==> src/rtl/dblm_pkg.sv <==
package dblm_pkg;
  localparam int unsigned DEF_WIDTH = 8;
  localparam int unsigned NUM_BANKS = 2;
  // bank index order is fixed: index 1 is A, index 0 is B
  typedef enum logic {BANK_B = 1'b0, BANK_A = 1'b1} bank_e;
endpackage

==> src/rtl/dblm_le_sync.sv <==
module dblm_le_sync (
  input  logic clk_i,
  input  logic rst_ni,
  input  logic le_ni,
  output logic load_o,
  output logic drive_o
);
  logic le_q;

  always_ff @(posedge clk_i or negedge rst_ni) begin
    if (!rst_ni) le_q <= 1'b0;
    else         le_q <= le_ni;
  end

  assign load_o  = ~le_ni;
  assign drive_o = le_q;


  oe_follow_chk: assert property (@(posedge clk_i) disable iff (!rst_ni)
    le_ni |=> drive_o);

  oe_release_chk: assert property (@(posedge clk_i) disable iff (!rst_ni)
    !le_ni |=> !drive_o);
endmodule

==> src/rtl/dblm_bank.sv <==
module dblm_bank #(
  parameter int unsigned WIDTH = 8
) (
  input  logic             clk_i,
  input  logic             rst_ni,
  input  logic             load_i,
  input  logic [WIDTH-1:0] d_i,
  output logic [WIDTH-1:0] q_o
);
  always_ff @(posedge clk_i or negedge rst_ni) begin
    if (!rst_ni)     q_o <= '0;
    else if (load_i) q_o <= d_i;
  end


  bank_load_chk: assert property (@(posedge clk_i) disable iff (!rst_ni)
    load_i |=> q_o == $past(d_i));

  bank_hold_chk: assert property (@(posedge clk_i) disable iff (!rst_ni)
    !load_i |=> $stable(q_o));
endmodule

==> src/rtl/dblm_out_mux.sv <==
module dblm_out_mux #(
  parameter int unsigned WIDTH = 8
) (
  input  logic             sel_a_i,
  input  logic             drive_i,
  input  logic [WIDTH-1:0] bank_a_i,
  input  logic [WIDTH-1:0] bank_b_i,
  output logic [WIDTH-1:0] q_o
);
  import dblm_pkg::*;
  bank_e sel;

  assign sel = bank_e'(sel_a_i);

  for (genvar gi = 0; gi < WIDTH; gi++) begin : g_bit
    always_comb begin
      if (!drive_i)          q_o[gi] = 1'b0;
      else if (sel == BANK_A) q_o[gi] = bank_a_i[gi];
      else                   q_o[gi] = bank_b_i[gi];
    end
  end
endmodule

==> src/rtl/dual_bank_latch_mux.sv <==
module dual_bank_latch_mux #(
  parameter int unsigned WIDTH = dblm_pkg::DEF_WIDTH
) (
  input  logic             clk_i,
  input  logic             rst_ni,
  input  logic [WIDTH-1:0] a_i,
  input  logic [WIDTH-1:0] b_i,
  input  logic             sel_a_i,
  input  logic             le_ni,
  output logic [WIDTH-1:0] q_o,
  output logic             q_oe_o
);
  import dblm_pkg::*;

  logic                             load;
  logic                             drive;
  logic [NUM_BANKS-1:0][WIDTH-1:0]  bank_d;
  logic [NUM_BANKS-1:0][WIDTH-1:0]  bank_q;

  assign bank_d[BANK_A] = a_i;
  assign bank_d[BANK_B] = b_i;

  dblm_le_sync u_le_sync (
    .clk_i   (clk_i),
    .rst_ni  (rst_ni),
    .le_ni   (le_ni),
    .load_o  (load),
    .drive_o (drive)
  );

  for (genvar gb = 0; gb < NUM_BANKS; gb++) begin : g_bank
    dblm_bank #(.WIDTH(WIDTH)) u_bank (
      .clk_i  (clk_i),
      .rst_ni (rst_ni),
      .load_i (load),
      .d_i    (bank_d[gb]),
      .q_o    (bank_q[gb])
    );
  end

  dblm_out_mux #(.WIDTH(WIDTH)) u_mux (
    .sel_a_i  (sel_a_i),
    .drive_i  (drive),
    .bank_a_i (bank_q[BANK_A]),
    .bank_b_i (bank_q[BANK_B]),
    .q_o      (q_o)
  );

  assign q_oe_o = drive;


  float_zero_chk: assert property (@(posedge clk_i) disable iff (!rst_ni)
    !le_ni |=> q_o == '0);

  route_a_chk: assert property (@(posedge clk_i) disable iff (!rst_ni)
    (q_oe_o && sel_a_i) |-> q_o == bank_q[BANK_A]);

  route_b_chk: assert property (@(posedge clk_i) disable iff (!rst_ni)
    (q_oe_o && !sel_a_i) |-> q_o == bank_q[BANK_B]);
endmodule

==> config.mk <==
export PLATFORM = sky130hd
export DESIGN_NAME = dual_bank_latch_mux
export DESIGN_NICKNAME = d
export VERILOG_FILES = /design/src/rtl/dblm_pkg.sv /design/src/rtl/dblm_le_sync.sv /design/src/rtl/dblm_bank.sv /design/src/rtl/dblm_out_mux.sv /design/src/rtl/dual_bank_latch_mux.sv
export SDC_FILE = /design/constraint.sdc
export NUM_CORES = 1
export LEC_CHECK = 0
export ABC_AREA = 1
export BUFFER_PORTS_ARGS = -buffer_cell sky130_fd_sc_hd__buf_2
export CAP_MARGIN = 20
export CORE_MARGIN = 2
export CORE_UTILIZATION = 25
export CTS_CLUSTER_DIAMETER = 60
export CTS_CLUSTER_SIZE = 24
export DETAILED_ROUTE_END_ITERATION = 7
export PLACE_DENSITY = 0.45
export SLEW_MARGIN = 10
export SYNTH_ARGS = -nofsm -noshare
export SYNTH_HDL_FRONTEND = slang
export SYNTH_SLANG_ARGS = --single-unit
export TNS_END_PERCENT = 30
==> constraint.sdc <==
create_clock -name clk_i -period 1.4 [get_ports clk_i]
set_input_delay 0.07 -clock clk_i [delete_from_list [all_inputs] [get_ports clk_i]]
set_output_delay 0.07 -clock clk_i [all_outputs]
set_load 0.01 [all_outputs]
==> results of run 1 <==
[registers in the layout, indices dropped and copies added, names as in the netlist]
signal and cells:
g_bank.u_bank.q_o 16, u_le_sync.drive_o 1
[per-layer routing]
metal  GRT usage, %  vias up  share of wire [%]
met4           1.82        0                  0
met3           3.73        0                5.6
li1               -      366                  -
met1           13.6      311                 48
met5              0        -                  0
met2           17.6       23                 46
[cells by family after synthesis]
logic type             synth area share (%)
AO/OA/AOI/OAI                          12.8
AND/OR/NAND/NOR                        21.6
buffers and inverters                  14.6
flip-flops                             51.1
[worst max-delay path, delay by kind of cell (launching register included)]
family	cells	cell delay, ns
flip-flops	1	0.52
buffers and inverters	1	0.15
AND/OR/NAND/NOR	2	0.22
[cells in the mapped netlist (all sizes together)]
cell	number	area (µm²)
nand2	24	90.1
nor2	24	90.1
dfrtp	17	425
inv	16	60.1
a21oi	8	62.6
o21ai	8	43.8
buf	6	61.3
[cell type report]
class	instances	area [µm²]	area share, %
Clock buffer	4	26.3	2.52
Multi-Input combinational cell	64	287	27.5
Inverter	16	60.1	5.76
Tap cell	44	55.1	5.28
Sequential cell	17	425	40.8
Timing Repair Buffer	33	190	18.2
[worst max-delay path by stage]
stage	endpoint
floorplan	q_o[0]
global placement	q_o[3]
detailed placement	g_bank[0].u_bank.q_o[7]
CTS	q_o[3]
global route	q_o[3]
finish	q_o[3]
[where the power goes]
group | switching (mW) | internal (mW)
Combinational | 0.104 | 0.0790
Clock | 0.150 | 0.111
Sequential | 0.0197 | 0.532
[repair_timing]
action | CTS | global route
endpoints found under the hold margin | 21 | 0
hold buffers | 5 | 0
endpoints found under the setup margin | 0 | 0
gates resized for setup | 0 | 0
==> flow_metrics.tcl, run 1 <==
set metrics [dict create \
    outcome "finished clean" \
    drtIter0Drc 8 \
    max_clock_freq_mhz 806 \
    hold_viol 0 \
    via_count 700 \
    setup_viol 0 \
    dp_cells 169 \
    maxCapViolations 0 \
    rrSetupSlack_ns 0.72 \
    first_global_vias 722 \
    grt_pass1_wl_mm 3.03 \
    yosysSeqAreaShare_pct 51.1 \
    crit_chain "nand2_1, nor2_1, buf_2" \
    postSynthCellCount 103 \
    final_cell_mix "buf_2, nor2_1, nand2_1" \
    routed_wl_mm 1.72 \
    place_ws_ns 0.470 \
    ys_ff_latch 17 \
    grt_usage_pct 10.6 \
    whs_ns 0.00603 \
    clock_latency_ns 0.29 \
    nFillCells 364 \
    ir_drop_mv 0.434 \
    core_um2 3100 \
    yosysWarnings 0 \
    rr_endpoint "g_bank[0].u_bank.q_o[7]" \
    crit_slowest_cell "dfrtp_1" \
    vias_per_cell 3.93 \
    required_ns 1.33 \
    cts.sinks 17 \
    final_antenna_net_count 0 \
    layout_commonest_cell "buf_2" \
    routedWlPerCell_um 9.65 \
    rsz0062_at_grt "no" \
    setup_ws_ns 0.160 \
    p_leak_nw 0.574 \
    period_share_pct 88.6 \
    skew_ns 0 \
    end_kind "output port" \
    drcViolationCount 0 \
    start_kind "register" \
    area_growth_syn_to_layout_pct 25.2 \
    min_to "g_bank[0].u_bank.q_o[5]" \
    stdcell_area_um2 1040 \
    place.gp.congestion 0.646 \
    rows 20 \
    die_height_um 61.7 \
    io_pins 29 \
    num_antenna_cells 0 \
    io_buffers 28 \
    avgSynthCellArea_um2 8.09 \
    fp.dieW_um 61.7 \
    cts_tree "done" \
    start_util_pct 26.9 \
    r2r_cells 2 \
    relSlewSlack_pct 61.4 \
    hpwlAfterDp_mm 1.22 \
    tns_ns 0 \
    reg2reg_from "g_bank[0].u_bank.q_o[7]" \
    hold_start "b_i[5]" \
    clk_path_buf_depth 2 \
    syn_nets 123 \
    cts_made_buffers 3 \
    slew_violations 0 \
    h-tree-depth 1 \
    ys_types 10 \
    grt_max_degree 34 \
    antenna_found_initial 0 \
    cp_slowest_stage_delay_ns 0.52 \
    critPathMaxFanout 9 \
    arrival_ns 1.17 \
    clockRootBuffer "clkbuf_4" \
    powerDensity_nw_per_um2 955 \
    finalPower_mw 0.996 \
    clkTransAtPathRegs_ns 0.10 \
    hold_path_depth 3 \
    worst_pin_slew_ns 0.579 \
    drive_above_1_share_pct 28.4 \
    grt_overflow 0 \
    final_net_count 155 \
    crit_path_start "u_le_sync.drive_o" \
    critical_path_class "register to output port" \
    fin_crit_ns 1.24 \
    hold_path_class "primary input to register" \
    stdcell_count 178 \
    syn_area_um2 833 \
    dieArea_um2 3810 \
    post_cts_buffers 0 \
    placed_cell_area_um2 967 \
    postLayoutCoreUtil_pct 33.6 \
    first_pass_iters 2 \
]
No activity file was read; power rests on OpenSTA's default activity.
==> run 2: changes to the inputs <==
--- a/config.mk
+++ b/config.mk
@@ -14,6 +14,7 @@
 export CTS_CLUSTER_SIZE = 24
 export DETAILED_ROUTE_END_ITERATION = 7
 export PLACE_DENSITY = 0.45
+export REMOVE_ABC_BUFFERS = 1
 export SLEW_MARGIN = 10
 export SYNTH_ARGS = -nofsm -noshare
 export SYNTH_HDL_FRONTEND = slang
==> flow_metrics.tcl, run 2 (synthesis results as in run 1) <==
set metrics [dict create \
    outcome "finished clean" \
    hold_viol 0 \
    use_met3_pct 2.48 \
    gr-max-usage-layer "met2" \
    fp.dieW_um 61.7 \
    io_buffers 28 \
    met1_usage_pct 13.8 \
    io_pins 29 \
    met2_usage_pct 15.2 \
    max_clock_freq_mhz 813 \
    rsz0062_at_grt "no" \
    postLayoutCoreUtil_pct 34.6 \
    post_cts_resized 0 \
    drive_above_1_share_pct 27.7 \
    end_kind "output port" \
    critical_path_class "register to output port" \
    final_antenna_net_count 0 \
    powerDensity_nw_per_um2 935 \
    dieArea_um2 3810 \
    skew_ns 0 \
    tns_ns 0 \
    nFillCells 359 \
    area_growth_syn_to_layout_pct 28.8 \
    antenna_found_initial 0 \
    core_um2 3100 \
    die_height_um 61.7 \
    final_cell_mix "buf_2, nor2_1, nand2_1" \
    place.gp.congestion 0.669 \
    arrival_ns 1.16 \
    first_pass_iters 4 \
    num_antenna_cells 0 \
    via_count 692 \
    clock_latency_ns 0.28 \
    cts_made_buffers 3 \
    setup_viol 0 \
    grt_pass1_wl_mm 2.76 \
    clkTransAtPathRegs_ns 0.10 \
    fin_crit_ns 1.23 \
    relSlewSlack_pct 59.4 \
    first_global_vias 617 \
    required_ns 1.33 \
    drtIter0Drc 10 \
    clockRootBuffer "clkbuf_4" \
    stdcell_area_um2 1070 \
    drcViolationCount 0 \
    start_util_pct 26.9 \
    largest_reg_flops 16 \
    vias_per_cell 3.82 \
    layout_commonest_cell "buf_2" \
    slew_violations 0 \
    cts_tree "done" \
    cts.sinks 17 \
    clk_path_buf_depth 2 \
    h-tree-depth 1 \
    grt_max_degree 34 \
    period_share_pct 87.9 \
    final_net_count 158 \
    p_leak_nw 0.586 \
    finalPower_mw 1.00 \
    routed_wl_mm 1.64 \
    routedWlPerCell_um 9.05 \
    grt_overflow 0 \
    placed_cell_area_um2 967 \
    critPathMaxFanout 9 \
    grt_usage_pct 9.84 \
    hpwlAfterDp_mm 1.11 \
    rows 20 \
    ir_drop_mv 0.331 \
    maxCapViolations 0 \
    largest-register "g_bank.u_bank.q_o" \
    start_kind "register" \
    worst_pin_slew_ns 0.609 \
    hold_path_class "primary input to register" \
]
run 2: cell types whose count changed in the layout (fill, tap and decap cells not counted), sizes merged:
cell / previous run / this run
dlygate4sd3: 5 / 8
run 2: power breakdown:
| part | switching, mW | total [mW] | internal (mW) |
|---|---|---|---|
| sequential | 0.0189 | 0.551 | 0.532 |
| combinational | 0.104 | 0.188 | 0.0843 |
| clock | 0.154 | 0.264 | 0.111 |
| total | 0.276 | 1.00 | 0.727 |
run 2: repair_timing:
item / 4_1_cts / 5_1_grt
setup buffers: 0 / 0
hold endpoints to repair: 23 / 1
hold buffers: 7 / 1
setup endpoints to repair: 0 / 0
run 2: critical path, stage by stage (launching register included):
cell	delay [ns]
dfrtp_1	0.54
nand2_1	0.10
nor2_1	0.10
buf_2	0.14
run 2: metal layers:
metal	share of wire (%)	up-vias
met4	0	0
met1	52	305
li1	-	373
met3	4.0	0
met5	0	-
met2	44	14
run 2: layout make-up:
cell class / instances / area [µm²] / share of cell area [%]
clock buffers: 4 / 26.3 / 2.45
multi-input cells: 64 / 287 / 26.7
inverters: 16 / 60.1 / 5.59
repair buffers: 36 / 220 / 20.5
flip-flops and latches: 17 / 425 / 39.6
well taps: 44 / 55.1 / 5.13
run 2: worst paths after layout:
check	cells past startpoint	startpoint	slack [ns]	to
setup reg to reg	2	g_bank[0].u_bank.q_o[7]	0.74	g_bank[0].u_bank.q_o[7]
hold / removal	3	a_i[2]	0.01	g_bank[1].u_bank.q_o[2]
hold reg to reg	2	g_bank[0].u_bank.q_o[2]	0.49	g_bank[0].u_bank.q_o[2]
setup / recovery	3	u_le_sync.drive_o	0.17	q_o[1]
max in group asynchronous	2	rst_ni	0.90	g_bank[1].u_bank.q_o[1]
min in group asynchronous	2	rst_ni	0.22	g_bank[1].u_bank.q_o[3]
run 2: per-stage QoR:
step,instances,hold WS [ns],setup WS (ns)
6_report,181,0.0109,0.169
5_1_grt,181,0.00787,0.0261
4_1_cts,180,0.000430,0.139
3_5_place_dp,169,0.0260,0.478
3_3_place_gp,169,0.0226,0.492
2_1_floorplan,97,-0.226,0.611
==> run 3: changes to the inputs <==
--- a/config.mk
+++ b/config.mk
@@ -13,10 +13,12 @@
 export CTS_CLUSTER_DIAMETER = 60
 export CTS_CLUSTER_SIZE = 24
 export DETAILED_ROUTE_END_ITERATION = 7
+export HOLD_SLACK_MARGIN = 0.06
 export PLACE_DENSITY = 0.45
 export REMOVE_ABC_BUFFERS = 1
 export SLEW_MARGIN = 10
 export SYNTH_ARGS = -nofsm -noshare
 export SYNTH_HDL_FRONTEND = slang
+export SYNTH_HIERARCHICAL = 1
 export SYNTH_SLANG_ARGS = --single-unit
 export TNS_END_PERCENT = 30
==> constraint.sdc (replaced) <==
create_clock -name clk_i -period 1.4 [get_ports clk_i]
set_input_delay 0.21 -clock clk_i [delete_from_list [all_inputs] [get_ports clk_i]]
set_output_delay 0.21 -clock clk_i [all_outputs]
set_load 0.01 [all_outputs]
==> flow_metrics.tcl, run 3 <==
set metrics [dict create \
    outcome "finished clean" \
    worst_pin_slew_ns 0.383 \
    synth_edf_count 0 \
    hold_viol 0 \
    slew_violations 0 \
    final_cell_mix "nand2_1, buf_2, dfrtp_1, nor2_1, inv_1" \
    p_leak_nw 0.621 \
    place.gp.congestion 0.742 \
    cts_made_buffers 3 \
    rsz0062_at_grt "no" \
    core_um2 3130 \
    relSlewSlack_pct 74.5 \
    layout_commonest_cell "nand2_1" \
    cts.sinks 17 \
    hold_start "a_i[2]" \
    clkPwrFrac_pct 25.9 \
    start_kind "register" \
    clkTransAtPathRegs_ns 0.10 \
    internal_power_mw 0.719 \
    final_antenna_net_count 0 \
    critPathMaxFanout 9 \
    syn_area_um2 836 \
    yosysWarnings 6 \
    cts_tree "done" \
    area_growth_syn_to_layout_pct 23.2 \
    num_antenna_cells 0 \
    rows 20 \
    clock_latency_ns 0.28 \
    clockRootBuffer "clkbuf_4" \
    p_sw_mw 0.271 \
    die_height_um 61.8 \
    h-tree-depth 1 \
    drtIter0Drc 35 \
    postSynthCellCount 113 \
    grt_overflow 0 \
    maxCapViolations 0 \
    grt_pass1_wl_mm 2.97 \
    fp.dieW_um 61.8 \
    ir_drop_mv 0.314 \
    power_frac_comb_pct 17.7 \
    netlist.area_leader.share_pct 50.9 \
    skew_ns 0 \
    hold_path_class "primary input to register" \
    seq_power_share_pct 56.4 \
    ys_types 8 \
    via_count 717 \
    max_clock_freq_mhz 784 \
    cp-endpoint "q_o[2]" \
    ys.flop_type "dfrtp_1" \
    swShare_pct 27.4 \
    largest-register "g_bank.u_bank/q_o" \
    hpwlAfterDp_mm 1.41 \
    clk_path_buf_depth 2 \
    drive_above_1_share_pct 26.4 \
    synthTopCellsByArea "dfrtp_1, nand2_1, nor2_1" \
    drcViolationCount 0 \
    synth.most_common_cell "nand2_1" \
    io_pins 29 \
    arrival_ns 1.06 \
    synth_area_leader_cell "dfrtp_1" \
    rr_endpoint "g_bank[0].u_bank/q_o[7]" \
    io_buffers 28 \
    end_kind "output port" \
    ys_ff_latch 17 \
    reg2reg_from "g_bank[0].u_bank/q_o[7]" \
    synth_common_cells "nand2_1, dfrtp_1, nor2_1" \
    first_pass_iters 4 \
    fin_crit_ns 1.27 \
    antenna_found_initial 0 \
    async_reset_ff_share_pct 100 \
    tns_ns 0 \
    required_ns 1.19 \
    period_share_pct 91.1 \
    routedWlPerCell_um 9.50 \
    vias_per_cell 3.81 \
    dieArea_um2 3820 \
    first_global_vias 742 \
    final_net_count 165 \
    setup_viol 0 \
    routed_wl_mm 1.79 \
    crit_path_start "u_le_sync/drive_o" \
    rrSetupSlack_ns 0.79 \
    grt_max_degree 18 \
    r2r_cells 2 \
    powerDensity_nw_per_um2 961 \
    whs_ns 0.117 \
    hold_path_depth 3 \
    critical_path_class "register to output port" \
    yosysSeqAreaShare_pct 50.9 \
    start_util_pct 26.7 \
    largest_reg_flops 16 \
    grt_usage_pct 10.9 \
    avgSynthCellArea_um2 7.40 \
]
==> run 3: cell count changes in the layout (fill, tap and decap cells not counted), sizes merged <==
| cell | before | now |
|---|---|---|
| o21ai | 8 | 0 |
| nand2 | 24 | 64 |
| a21oi | 8 | 0 |
| nor2 | 24 | 16 |
| buf | 28 | 30 |
| inv | 16 | 11 |
| dlygate4sd3 | 8 | 2 |
==> run 3: routing by layer <==
metal	vias up	routed length [µm]	track usage (%)
met1	305	908	13.1
met2	21	770	17.6
li1	389	-	-
met5	-	0	0
met4	0	13	5.47
met3	2	93	3.52
==> run 3: kinds of logic after synthesis <==
logic type	share of synthesized area [%]
buf+inv	12.6
flops	50.9
simple gates	36.5
==> run 3: per-stage QoR <==
stage               std cells  area, µm²  power [mW]  util (%)  worst slack [ns]
floorplan                 108        772       0.654         -             0.471
global placement          182        982       0.741      31.4             0.371
detailed placement        182        982       0.744      31.4             0.355
CTS                       188       1030        1.01      32.9            0.0370
global route              188       1030        1.08      32.9           0.00939
finish                    188       1030       0.990      32.9             0.125
==> run 3: timing repair <==
item                                    CTS  global route
hold endpoints to repair                 18             0
hold buffers                              2             0
gates resized for setup                   0             1
setup buffers                             0             0
endpoints found under the setup margin    0             6
==> run 3: power by group through the flow <==
stage	logic [mW]	registers (mW)	clock network, mW
final	0.175	0.559	0.256
after global routing	0.205	0.566	0.305
after CTS	0.180	0.560	0.272
after detailed placement	0.175	0.570	0
after global placement	0.172	0.569	0
after floorplan	0.0924	0.562	0
==> run 3: worst min path at each step <==
| stage | end | slack, ns |
|---|---|---|
| global placement | g_bank[1].u_bank/q_o[6] | 0.15 |
| finish | g_bank[1].u_bank/q_o[2] | 0.12 |
| global route | g_bank[1].u_bank/q_o[6] | 0.1 |
| detailed placement | g_bank[1].u_bank/q_o[7] | 0.16 |
| CTS | g_bank[1].u_bank/q_o[2] | 0.10 |
| floorplan | g_bank[0].u_bank/q_o[0] | -0.09 |
==> run 3: cell type report <==
| cell class | instances | area, µm² |
|---|---|---|
| Multi-Input combinational cell | 80 | 305 |
| Sequential cell | 17 | 427 |
| Fill cell | 357 | 2100 |
| Timing Repair Buffer | 32 | 175 |
| Tap cell | 44 | 55.1 |
| Inverter | 11 | 41.3 |
| Clock buffer | 4 | 26.3 |
==> run 3: worst max-delay path, stage by stage (launching register included) <==
cell and delay, ns:
dfrtp_2 0.45, nand2_1 0.07, nor2_1 0.11, buf_2 0.15
